--- config.mk ---
export PLATFORM = sky130hd
export DESIGN_NAME = spi_burst_engine
export DESIGN_NICKNAME = d
export VERILOG_FILES = /design/src/rtl/spi_burst_engine.sv
export SDC_FILE = /design/constraint.sdc
export NUM_CORES = 1
export LEC_CHECK = 0
export CORE_MARGIN = 5
export CORE_UTILIZATION = 30
export DETAILED_ROUTE_END_ITERATION = 10
export DONT_BUFFER_PORTS = 1
export PLACE_DENSITY = 0.55
export SLEW_MARGIN = 25
export SYNTH_ARGS = -nofsm -noshare
export SYNTH_HDL_FRONTEND = slang
export SYNTH_SLANG_ARGS = --single-unit
--- constraint.sdc ---
create_clock -name clk -period 2.8 [get_ports clk]
set_input_delay 0.28 -clock clk [delete_from_list [all_inputs] [get_ports clk]]
set_output_delay 0.28 -clock clk [all_outputs]
set_load 0.005 [all_outputs]
--- src/rtl/spi_burst_engine.sv ---
module spi_burst_engine #(
  parameter int CW = 24
) (
  input  logic          clk,
  input  logic          rst_n,
  input  logic          ctl_we,
  input  logic [31:0]   ctl_wdata,
  output logic [31:0]   ctl_rd,
  input  logic [CW-1:0] total_cnt,
  input  logic [CW-1:0] tx_cnt,
  input  logic [CW-1:0] stx_cnt,
  input  logic          sck_tick,
  input  logic [7:0]    tx_data,
  input  logic          tx_empty,
  output logic          tx_pop,
  output logic [7:0]    rx_data,
  output logic          rx_push,
  output logic          sck,
  output logic          mosi,
  input  logic          miso,
  output logic [3:0]    cs_o,
  output logic          done
);
  localparam logic [CW-1:0] ONE = CW'(1);

  typedef enum logic [1:0] {S_IDLE, S_RUN, S_TRAIL} st_t;

  st_t           st;
  logic [31:0]   ctl_q;
  logic [3:0]    h;
  logic          loaded, act, mosi_q;
  logic [7:0]    txb, rxb, rx_next;
  logic [CW-1:0] nbyte, tot, txn, stn;

  wire cpha  = ctl_q[0];
  wire cpol  = ctl_q[1];
  wire cspol = ctl_q[2];
  wire [1:0] csi = ctl_q[5:4];
  wire man   = ctl_q[6];
  wire mlev  = ctl_q[7];
  wire disc  = ctl_q[8];
  wire lsb   = ctl_q[12];
  wire go    = ctl_q[31];

  wire       need_tx  = nbyte < txn;
  wire       can_load = (st == S_RUN) && !loaded && (!need_tx || !tx_empty);
  wire       edge_now = (st == S_RUN) && loaded && sck_tick;
  wire       lead     = ~h[0];
  wire       samp     = lead ^ cpha;
  wire [2:0] k        = h[3:1];
  wire [2:0] idx      = lsb ? k : 3'd7 - k;
  wire [2:0] nidx     = lsb ? k + 3'd1 : 3'd6 - k;
  wire [7:0] ld_byte  = need_tx ? tx_data : 8'h00;

  assign tx_pop = can_load && need_tx;
  assign ctl_rd = ctl_q;
  assign sck    = cpol ^ act;
  assign mosi   = mosi_q;

  always_comb begin
    rx_next = rxb;
    if (samp) rx_next[idx] = miso;
  end

  for (genvar i = 0; i < 4; i++) begin : g_cs
    assign cs_o[i] = (csi != 2'(i)) ? ~cspol :
                     man            ? mlev   :
                     (st != S_IDLE) ? cspol  : ~cspol;
  end

  always_ff @(posedge clk or negedge rst_n) begin
    if (!rst_n) begin
      st <= S_IDLE; ctl_q <= '0; h <= '0; loaded <= 1'b0; act <= 1'b0;
      mosi_q <= 1'b0; txb <= '0; rxb <= '0; nbyte <= '0;
      tot <= '0; txn <= '0; stn <= '0;
      rx_push <= 1'b0; rx_data <= '0; done <= 1'b0;
    end else begin
      rx_push <= 1'b0;
      done    <= 1'b0;
      if (ctl_we && !go) ctl_q <= ctl_wdata;
      case (st)
        S_IDLE: if (go && sck_tick) begin
          tot <= total_cnt; txn <= tx_cnt; stn <= stx_cnt;
          nbyte <= '0; h <= '0; loaded <= 1'b0; act <= 1'b0;
          st <= (total_cnt == '0) ? S_TRAIL : S_RUN;
        end
        S_RUN: begin
          if (can_load) begin
            txb <= ld_byte; loaded <= 1'b1; h <= '0;
            if (!cpha) mosi_q <= lsb ? ld_byte[0] : ld_byte[7];
          end else if (edge_now) begin
            act <= lead;
            if (samp) rxb <= rx_next;
            if (cpha && lead) mosi_q <= txb[idx];
            if (!cpha && !lead && h != 4'd15) mosi_q <= txb[nidx];
            h <= h + 4'd1;
            if (h == 4'd15) begin
              loaded  <= 1'b0;
              nbyte   <= nbyte + ONE;
              rx_data <= rx_next;
              rx_push <= !(disc && nbyte < stn);
              if (nbyte + ONE == tot) st <= S_TRAIL;
            end
          end
        end
        S_TRAIL: if (sck_tick) begin
          st <= S_IDLE; done <= 1'b1; ctl_q[31] <= 1'b0;
        end
        default: st <= S_IDLE;
      endcase
    end
  end

  assert_cs_single_R7: assert property (@(posedge clk) disable iff (!rst_n)
    $onehot0(cs_o ^ {4{~cspol}}));
  assert_pop_nonempty_R4: assert property (@(posedge clk) disable iff (!rst_n)
    tx_pop |-> !tx_empty);
  assert_sck_idle_R2: assert property (@(posedge clk) disable iff (!rst_n)
    (st == S_IDLE) |-> (sck == cpol));
  assert_ctl_frozen_R10: assert property (@(posedge clk) disable iff (!rst_n)
    go |=> $stable(ctl_q[30:0]));
  assert_done_clears_R5: assert property (@(posedge clk) disable iff (!rst_n)
    done |-> (!go && !$past(done)));
  assert_stall_quiet_R9: assert property (@(posedge clk) disable iff (!rst_n)
    (st == S_RUN && !loaded && need_tx && tx_empty) |=> $stable(sck));
endmodule

# --- After elaboration in Yosys (flattened, before gate mapping) ---
# Cells that the tools add are included.
classes:
  n_reduce_logical: 36
  eq_ne: 17
  n_bitwise: 5
  n_shift: 0
  mul: 0
  n_div: 0
  n_lt_le_gt_ge: 5
  add_sub_neg: 5
  muxes: 57
ops:
  columns: ["op", "n"]
  rows:
  - ["$mux 24", 4]
  - ["$lt 24x24->1", 2]
  - ["$pmux 24 s2", 1]
  - ["$mux 32", 1]
  - ["$mux 1", 29]
  - ["$add 24x1->24 const B", 1]
  - ["$eq 24x24->1", 1]
  - ["$logic_not 24->1", 1]
  - ["$reduce_and 4->1", 5]
  - ["$mux 8", 2]
  - ["$mux 2", 7]
  - ["$ne 2x2->1 const B", 7]
  - ["$logic_and 1x1->1", 12]
  - ["$mux 4", 3]
  - ["$bwmux 8", 1]
  - ["$lt 3x4->1 const B", 2]
  - ["$pmux 4 s2", 1]
  - ["$reduce_bool 2->1", 4]
  - ["$bmux 1 s3", 2]
  - ["$logic_not 1->1", 6]
  - ["$mux 3", 2]
  - ["$ne 2x1->1 const B", 3]
  - ["$pmux 2 s3", 1]
  - ["$reduce_and 6->1", 1]
  - ["20 further kinds", 26]
word_totals:
  latch_bits: 0
  mem_count: 0
  ramBits: 0
  ff_bits: 163
  rom_bits: 0
  elab_cells: 141

# --- Logic depth before layout (Yosys ltp) ---
logic_depth:
  word_depth: 8
  ltp_mapped: 11
  ltp_nobuf: 9

# --- Worst setup path before layout ---
# OpenSTA, ideal clock, no wires.
synth_path:
  path_type: "reg2out"
  startpoint: "register nbyte[9]"
  endpoint: "output tx_pop"
  stages_incl_launch_ff: 11
  arrival_time_ns: 2.219
  slack_ns: 0.301
  path_buffers: 2
  t_required_ns: 2.520
  cell_sequence: "dfrtp_1 ha_1 a21o_1 a211o_1 a211oi_1 o21bai_1 a31oi_1 a211o_1 buf_2 buf_2 nor2_1"
synth_via:
  elab_chain_cells: 5
synth_rtl:
  columns: ["item", "line", "text"]
  rows:
  - ["from (decl)", "33", "logic [CW-1:0] nbyte, tot, txn, stn;"]
  - ["from (signal assigned)", "99", "nbyte <= nbyte + ONE;"]
  - ["$lt 24x24->1 (*)", "45", "wire need_tx = nbyte < txn;"]
  - ["$logic_not 1->1", "46", "wire can_load = (st == S_RUN) && !loaded && (!need_tx || !tx_empty);"]
  - ["$logic_or 1x1->1", "46", null]
  - ["$logic_and 1x1->1", "46", null]
  - ["$logic_and 1x1->1 (*)", "55", "assign tx_pop = can_load && need_tx;"]
  - ["to (decl)", "15", "output logic tx_pop,"]
# Mark *: on every way between the ends. The rest lies on a longest branch, timed or not.

# --- Worst setup path in the final report ---
# Ends and elaborated chain as after synthesis.

==> key figures <==
Run status
  – Status: complete, but fails checks
  – Violated checks: negative hold slack

Synthesis
  – Syn_nets: 1151
  – FFs w/ async S/R, synth: 1.00
  – Area leader, netlist: dfrtp_1
  – Mapped cell area: 9080 um^2
  – Adder-cell area share of the yosys netlist: 0.0703
  – Syn_area_per_cell: 9.24 um^2
  – Top cells by area, synth: dfrtp_1, nand2_1, ha_1
  – Post-synthesis compound-gate area fraction: 0.132
  – Mux share of post-synthesis cell area: 0.0820
  – XOR/XNOR Fraction of Synth Area: 0.0386
  – Ys Warns: 0
  – Count leader, synth: nand2_1
  – Register area share after synthesis: 0.449
  – Top cell type's share of synthesized area: 0.449
  – Register bit total from synthesis: 163
  – Largest family of logic cells by synthesized area: simple AND/OR/NAND/NOR gates
  – Top FF cell, synth: dfrtp_1
  – Post-synth EDFFs: 0
  – Post-synth top cells: nand2_1, dfrtp_1, o21ai_0, inv_1, ha_1
  – Mapped Cells: 982
  – Simple-gate share of the synthesized area: 0.182
  – Post-synth cell types: 62

Clock tree
  – Hold buffers post-CTS: 112
  – Clock transition at path regs: around 70 ps
  – Worst-Skew Late Latency: 430 ps
  – CTS max path bufs: 2
  – TritonCTS clock tree: built
  – CTS Buf Count: 17
  – H-tree depth: 4
  – Clock sink count: 163
  – Clock root buffer: clkbuf_16

Layout
  – Antenna cells: 0
  – Layout cell share with drive strength beyond 1: 0.123
  – Post-route cell area: between 10000 and 15000 um^2
  – NumNets Final: 1266
  – Footprint of the multi-input gates: 4660 um^2
  – Area grow syn2layout: 26.4%
  – FILL cells: 2906
  – Register area: approximately 4100 um^2

GRT
  – Number of global-route vias before repair: 7560
  – Busiest grt layer: met2
  – Total GRT Usage: 0.153
  – First-pass GRT wire length: 41200 um
  – Met1 GRT Util: 0.225
  – Total grt overflow: 0
  – Met3 Usage GRT: 0.0380
  – Initial antenna violation count: 0
  – Met2 Track Usage GR: 0.227
  – Largest net degree at the start of global routing: 164

STA
  – Clock Skew: roughly 12 ps
  – Hold slack: -459 ps
  – Final setup vio count: 0
  – Final min period: 2720 ps
  – Final critical-path share of the clock period: 0.970
  – Slew Viols, Final: 0
  – Final setup TNS: 0 ps
  – Slew HR: 0.548
  – Actual slew at the worst max-slew pin: 671 ps
  – Final hold viol count: 163
  – Max Fclk: 368 MHz

Pwr
  – Peak VDD IR: between 0.4 and 0.5 mV
  – Switching power: 3620 uW
  – Comb power frac: 0.341
  – Flop pwr share: 0.398
  – P per Cell Area: 859 nW/um^2
  – Power Total: about 10000 uW
  – Clock power frac: 0.262
  – Pleak: 0.00526 uW
  – Internal: approximately 6200 uW
  – Sw Share: 0.367

Job
  – Number of max-cap violations: 0

Die
  – Die width: 184 um
  – Starting Density: 0.305
  – DIE AREA: 33800 um^2
  – Die H: approximately 180 um
  – Rows: 63
  – Core area: between 20000 and 30000 um^2
  – # IOs: between 150 and 200

Worst setup path
  – Worst path top cell family by delay: compound AO/OA/AOI/OAI gates
  – Slowest cell on crit path: dfrtp_1
  – Worst Path Arrival: 2440 ps
  – CP Launch Type: flop
  – CP cell instances: ha_1, a21o_1, a211o_1, a211oi_2, o21bai_2, a31oi_4, a211o_1, nor2_2
  – Crit-path max FO: 3
  – Crit. End Element: output port
  – Worst path required time: 2520 ps
  – Cell mode on critical path: a211o_1
  – Buffers and inverters on the worst path: 0
  – Crit Path Category: flop to output port
  – Worst path max stage delay: about 400 ps

Place
  – GP Congestion: about 0.87
  – Port-buffer cells: 0
  – Dpl hpwl: ~18000 um
  – Dpl cell area: 9600 um^2

Routing
  – Vias post-DR: roughly 7300
  – DR iter-0 viols: 431
  – Drt first pass iters: 5
  – Post-Route WL: 25900 um
  – Remaining DRCs: 0
  – Antenna viol nets, final: 0
  – Via density: 4.89
  – Avg WL per Cell: 17.3 um

Min path
  – Worst Hold Class: primary input to asynchronous set/reset pin
==> metrics by stage <==
step,util,cells,hold slack (ps),worst slack [ps]
detailed placement,0.323,1351,-7.56,65.7
global route,0.386,1500,-480,-2.09
global placement,0.323,1351,-7.74,101
CTS,0.384,1496,-478,22.1
floorplan,-,982,-15.6,301
finish,0.386,1500,-459,84.4
==> cells in the final DEF (no fill, tap or decap), types with 3 or more instances in the layout <==
master,n
a2111oi_0,3
a211o_1,3
a211oi_1,3
a21o_1,11
a21oi_1,24
a31oi_1,7
and2_1,7
and3_1,3
and4_1,5
buf_4,32
bufinv_16,4
clkbuf_16,17
dfrtp_1,159
dfrtp_2,4
dlygate4sd3_1,112
ha_1,49
inv_1,58
inv_6,7
mux2_2,39
mux2i_1,26
nand2_1,204
nand2b_1,6
nand3_1,15
nand4_1,17
nor2_1,35
nor2b_1,12
nor3_1,9
nor4_1,7
nor4_2,4
o211ai_1,3
o21ai_0,108
o21ai_1,3
o22ai_1,7
o31ai_1,11
o41ai_1,3
or3_1,4
xnor2_1,24
xor2_1,16
==> registers in the layout (all words and copies together), names as in the netlist, 2 cells and up <==
signal   cells
nbyte       24
txb          8
ctl_rd      32
txn         24
st           2
h            4
tot         24
stn         24
rx_data      8
rxb          8
==> timing repair <==
action / in CTS / in global routing
setup endpoints to repair: 1 / 3
setup buffers: 1 / 4
hold endpoints to repair: 281 / 163
pin swaps: 3 / 9
cloned: 0 / 0
resized for setup: 8 / 10
==> final timing paths <==
check | depth (start not counted) | slack [ps] | to | from
setup reg to reg | 8 | 230 | st[0] | nbyte[7]
setup / recovery | 8 | 80 | tx_pop | nbyte[9]
hold / removal | 0 | -460 | ctl_rd[5] | rst_n
hold reg to reg | 2 | 500 | tot[1] | tot[1]
min in group clk | 2 | 60 | rx_data[5] | miso
max in group asynchronous | 0 | 2990 | nbyte[4] | rst_n
==> logic make-up after synthesis <==
group                    after synthesis
AO/OA/AOI/OAI                        203
XOR/XNOR                              40
adder cells (fa/ha/maj)               51
buffers and inverters                107
flip-flops                           163
multiplexers                          67
AND/OR/NAND/NOR                      351
==> layout make-up <==
class,instances,area share
clock inverter,15,0.0190
sequential,163,0.356
inverter,58,0.0190
multi-input combinational,712,0.406
clock buffer,17,0.0371
timing repair buffer,145,0.120
tap,390,0.0425
==> power groups by stage <==
| stage | sequential [uW] | clock, uW | combinational, uW |
|---|---|---|---|
| floorplan | 3690 | 0 | 2500 |
| global placement | 3970 | 0 | 3120 |
| detailed placement | 3960 | 0 | 3200 |
| CTS | 3930 | 2650 | 3370 |
| global route | 4040 | 2730 | 3860 |
| finish | 3920 | 2580 | 3360 |
==> per-layer routing <==
metal  up-vias  part of all wire
li1       3632                 -
met2       201              0.44
met3        24             0.060
met5         -                 0
met1      3483              0.49
met4         0             0.013
Note: power is estimated with default switching activity, not from simulation.
